File: src/rtl/sbm_pkg.sv
package sbm_pkg;
  localparam int ST_W = 2;

  typedef enum logic [1:0] {
    ACC_ORDINARY = 2'b00,
    ACC_READBACK = 2'b01,
    ACC_CHG_WR   = 2'b10,
    ACC_RSVD     = 2'b11
  } access_t;
endpackage

File: src/rtl/sbm_capture.sv
module sbm_capture
  import sbm_pkg::*;
(
  input  logic            clk,
  input  logic            rst_n,
  input  logic            strobe_i,
  input  logic [ST_W-1:0] sub_i,
  output logic [ST_W-1:0] sub_q_o
);
  always_ff @(posedge clk or negedge rst_n) begin
    if (!rst_n)        sub_q_o <= '0;
    else if (strobe_i) sub_q_o <= sub_i;
  end
endmodule

File: src/rtl/sbm_rbase_path.sv
module sbm_rbase_path
  import sbm_pkg::*;
#(
  parameter int RBW = 4
) (
  input  logic [RBW-1:0]  base_i,
  input  logic [ST_W-1:0] sub_i,
  input  logic [1:0]      access_i,
  input  logic            freeze_i,
  output logic            merge_en_o,
  output logic [RBW-1:0]  eff_o
);
  localparam int LSB = RBW - 4;

  function automatic logic [RBW-1:0] or_field(input logic [RBW-1:0] b,
                                              input logic [ST_W-1:0] s);
    logic [RBW-1:0] f;
    f = '0;
    f[LSB +: ST_W] = s;
    return b | f;
  endfunction

  access_t acc;
  assign acc = access_t'(access_i);

  always_comb begin
    unique case (acc)
      ACC_CHG_WR:   merge_en_o = 1'b0;
      ACC_READBACK: merge_en_o = !freeze_i;
      default:      merge_en_o = !freeze_i;
    endcase
  end

  assign eff_o = merge_en_o ? or_field(base_i, sub_i) : base_i;
endmodule

File: src/rtl/sbm_mbase_path.sv
module sbm_mbase_path
  import sbm_pkg::*;
#(
  parameter int MBW = 5
) (
  input  logic [MBW-1:0]  base_i,
  input  logic [ST_W-1:0] sub_i,
  output logic [MBW-1:0]  eff_o
);
  localparam int LSB = MBW - 4;

  function automatic logic [MBW-1:0] or_field(input logic [MBW-1:0] b,
                                              input logic [ST_W-1:0] s);
    logic [MBW-1:0] f;
    f = '0;
    f[LSB +: ST_W] = s;
    return b | f;
  endfunction

  assign eff_o = or_field(base_i, sub_i);
endmodule

File: src/rtl/subtask_base_merge.sv
module subtask_base_merge
  import sbm_pkg::*;
#(
  parameter int RBW = 4,
  parameter int MBW = 5
) (
  input  logic           clk,
  input  logic           rst_n,
  input  logic           t0_i,
  input  logic [1:0]     subtask_i,
  input  logic           freeze_i,
  input  logic [1:0]     access_i,
  input  logic [RBW-1:0] rbase_i,
  input  logic [MBW-1:0] mbase_i,
  output logic [RBW-1:0] rm_base_o,
  output logic [MBW-1:0] mem_base_o
);
  logic [ST_W-1:0] sub_q;
  logic            rb_merge_en;

  sbm_capture u_cap (
    .clk      (clk),
    .rst_n    (rst_n),
    .strobe_i (t0_i),
    .sub_i    (subtask_i),
    .sub_q_o  (sub_q)
  );

  sbm_rbase_path #(.RBW(RBW)) u_rb (
    .base_i     (rbase_i),
    .sub_i      (sub_q),
    .access_i   (access_i),
    .freeze_i   (freeze_i),
    .merge_en_o (rb_merge_en),
    .eff_o      (rm_base_o)
  );

  sbm_mbase_path #(.MBW(MBW)) u_mb (
    .base_i (mbase_i),
    .sub_i  (sub_q),
    .eff_o  (mem_base_o)
  );
endmodule

File: config.mk
export PLATFORM = sky130hd
export DESIGN_NAME = subtask_base_merge
export DESIGN_NICKNAME = d
export VERILOG_FILES = /design/src/rtl/sbm_pkg.sv /design/src/rtl/sbm_capture.sv /design/src/rtl/sbm_rbase_path.sv /design/src/rtl/sbm_mbase_path.sv /design/src/rtl/subtask_base_merge.sv
export SDC_FILE = /design/constraint.sdc
export NUM_CORES = 1
export LEC_CHECK = 0
export BUFFER_PORTS_ARGS = -buffer_cell sky130_fd_sc_hd__buf_2
export CELL_PAD_IN_SITES_DETAIL_PLACEMENT = 1
export CELL_PAD_IN_SITES_GLOBAL_PLACEMENT = 2
export CORE_MARGIN = 8
export CORE_UTILIZATION = 12
export CTS_BUF_LIST = sky130_fd_sc_hd__clkbuf_8
export DETAILED_ROUTE_END_ITERATION = 8
export HOLD_SLACK_MARGIN = 0.03
export PLACE_DENSITY_LB_ADDON = 0.1
export SLEW_MARGIN = 20
export SYNTH_ARGS = -nofsm -noshare
export SYNTH_HDL_FRONTEND = slang
export SYNTH_HIERARCHICAL = 1
export SYNTH_SLANG_ARGS = --single-unit
File: constraint.sdc
create_clock -name clk -period 1.1 [get_ports clk]
set_clock_uncertainty 0.15 [all_clocks]
set_input_delay 0.22 -clock clk [delete_from_list [all_inputs] [get_ports clk]]
set_output_delay 0.22 -clock clk [all_outputs]
set_load 0.05 [all_outputs]
==> impl_results.md <==
* Net count after synthesis at 32
* Via count at about 160
* Average via count per standard cell at about 3.5
* Number of placement rows at 13
* Part of the total power dissipated in the clock network at 0.573
* Worst skew pair latency at approximately 0.21 ns
* Hold Crit Depth at 2
* Fraction of final layout cells sized beyond drive strength 1 at 0.8000
* Net switching power of the design at between 100 and 150 µW
* Final setup violation count at 4
* Final critical-path share of the clock period at 1.219
* Final core utilization at 0.2406
* Fraction of power consumed by combinational cells at 0.252
* H-tree levels at 1
* Register clock-pin slew on the reported worst setup and hold paths at around 0.030 ns
* Critical path's top delay family: flip-flops
* Category of the most critical setup path: reg2out
* Startpoint of the most critical register-to-register path: u_cap/sub_q_o[0]
* Register containing the most flip-flops in the final layout: u_cap/sub_q_o
* Height of the die at about 52 µm
* Maximum VDD drop at about 740 µV
* Fraction of power spent switching nets at 0.2501
* Iter 0 DRT Violations at 0
* Min-delay src: subtask_i[0]
* Starting Density at 0.1243
* Worst R2R Path Depth at 2
* Antenna violations before repair at 0
* Clock tree from TritonCTS: yes
* Violations in the final reports: negative setup slack
* Worst setup EP type: primary output
* Max Freq at about 0.75 GHz
* CORE AREA at roughly 0.0013 mm²
* Critical Path Fanout Max at 3
* Weighted congestion reported at the end of routability-driven placement at approximately 0.68
* I/O pin cnt at 26
* Final-report max-slew violation count at 0
* Clock sinks at 2
* CTS root buf: sky130_fd_sc_hd__clkbuf_8
* Final-layout worst hold slack at ~0.096 ns
* Number of buffer and inverter stages on the critical path at 1
* Post-DRT Antenna Nets at 0
* CP max-delay cell: sky130_fd_sc_hd__dfrtp_1
* Number of endpoints with negative hold slack in the final report at 0
* Worst hold-check path type: in2reg
* Unrepaired setup endpoints after global routing: yes
* Startpoint type of the worst setup path: flip-flop
* Length of the first detailed-routing pass in iterations at 1
* Critical Path RT at ~0.73 ns
* Final cell count without fillers at 45
* Routed wirelength normalized by instance count at roughly 12 µm
* Flip-flop count of the largest register, all copies and words added at 2
* Placed cell count at 40
* Cell Area, Synth at 157.7 µm²
* Post-synthesis cell count at 15
* Wire length of the first global-routing pass at 807 µm
* Worst slew pin tran at 0.1096 ns
* Combined global-route utilization of all metal layers at 0.04226
* Time the worst path needs with I/O delays and setup at ~1.3 ns
* Number of violations of the max-capacitance limit at 0
* Flop-to-flop setup slack at approximately 0.070 ns
* Fill cells at 148
* Synth-to-layout area growth at 93.65%
* Leak Pwr at 0.1548 nW
* Total placed instance area at roughly 210 µm²
* Largest registers in the final layout: u_cap/sub_q_o: 2 flops
* Internal power at around 380 µW
* Number of CTS-inserted buffers at 3
* Total wire length after detailed routing at 544 µm
* Maximum single-stage delay on the critical path at 0.38 ns
* Sequential power share at 0.175
* Count of antenna diodes in the layout at 0
* Average instance area after synthesis at between 10 and 15 µm²
* Total global routing overflow at 0
* Largest net degree at the start of global routing at 4
* Estimated wirelength of the detail-placed design at 432.5 µm
* Cell-by-cell listing of the critical path: or2_1, buf_6
* Vias in the first global route at just under 200
* Die area at between 0.002 and 0.003 mm²
* Hold-critical path endpoint: u_cap/sub_q_o[0]
* Quantity of I/O buffers inserted on ports at 15
* Slack of the critical path at -0.2405 ns
* Total negative setup slack at -0.9434 ns
* Number of nets in the layout at a little under 50
* Floorplan die width at 52.25 µm
* DRC violation count after routing at 0
* Clock Path Buffers at 2
* Power Dens Cells at between 1500 and 2000 mW/mm²
* Outcome: finished, violations left
* Post-route cell area at between 300 and 400 µm²
* Data arrival time of the critical path at approximately 0.97 ns
* Reg2reg end: u_cap/sub_q_o[0]
* Worst slew margin relative to its limit at 0.9271
* Number of synthesis warnings at 6
==> cells in the final DEF (no fill, tap or decap) <==
master and count:
sky130_fd_sc_hd__buf_6 2, sky130_fd_sc_hd__dfrtp_1 2, sky130_fd_sc_hd__clkbuf_8 3, sky130_fd_sc_hd__nand2b_4 1, sky130_fd_sc_hd__mux2_2 2, sky130_fd_sc_hd__inv_1 1
sky130_fd_sc_hd__a31o_2 2, sky130_fd_sc_hd__buf_8 2, sky130_fd_sc_hd__buf_4 1, sky130_fd_sc_hd__buf_2 11, sky130_fd_sc_hd__dlygate4sd3_1 1, sky130_fd_sc_hd__or2_1 2
==> worst max-delay path by stage <==
stage,startpoint,endpoint,cells past startpoint
after floorplan,u_cap/sub_q_o[0],mem_base_o[1],1
final,u_cap/sub_q_o[1],mem_base_o[2],2
after detailed placement,access_i[0],rm_base_o[1],4
after global placement,access_i[0],rm_base_o[0],4
after CTS,u_cap/sub_q_o[0],mem_base_o[1],2
after global routing,u_cap/sub_q_o[0],mem_base_o[1],2
==> per-stage QoR <==
stage,power (mW),setup WS [ns]
3_3_place_gp,0.1867,-0.1482
4_1_cts,0.5119,-0.2607
5_1_grt,0.5349,-0.2818
6_report,0.5013,-0.2405
2_1_floorplan,0.1994,-0.03823
3_5_place_dp,0.1874,-0.1547
==> power by group through the flow <==
stage          registers (mW)  logic [mW]  clock network (mW)
6_report               0.0876       0.127               0.287
5_1_grt                0.0889       0.134               0.311
4_1_cts                0.0885       0.123               0.301
3_5_place_dp           0.0894      0.0979                   0
3_3_place_gp           0.0899      0.0968                   0
2_1_floorplan          0.0858       0.114                   0
==> what timing repair did <==
item	4_1_cts	5_1_grt
hold endpoints to repair	2	0
gates resized for setup	10	0
hold buffers	1	0
endpoints found under the setup margin	4	4
pin swaps	4	0
buffers inserted	0	1
==> routing by layer <==
layer  vias to the layer above  track usage  part of all wire
met3                         0      0.03977              0.28
met4                         0      0.05172                 0
met1                        63      0.03716              0.34
met5                         -            0                 0
met2                        19      0.05000              0.38
li1                         76            -                 -
==> final cells by class <==
cell class | count | area (µm²) | share of cell area
Tap cell | 15 | 18.77 | 0.06148
Inverter | 1 | 3.754 | 0.01230
Multi-Input combinational cell | 7 | 66.31 | 0.2172
Sequential cell | 2 | 50.05 | 0.1639
Clock buffer | 3 | 41.29 | 0.1352
Timing Repair Buffer | 17 | 125.1 | 0.4098
(Power assumes the default switching activity.)
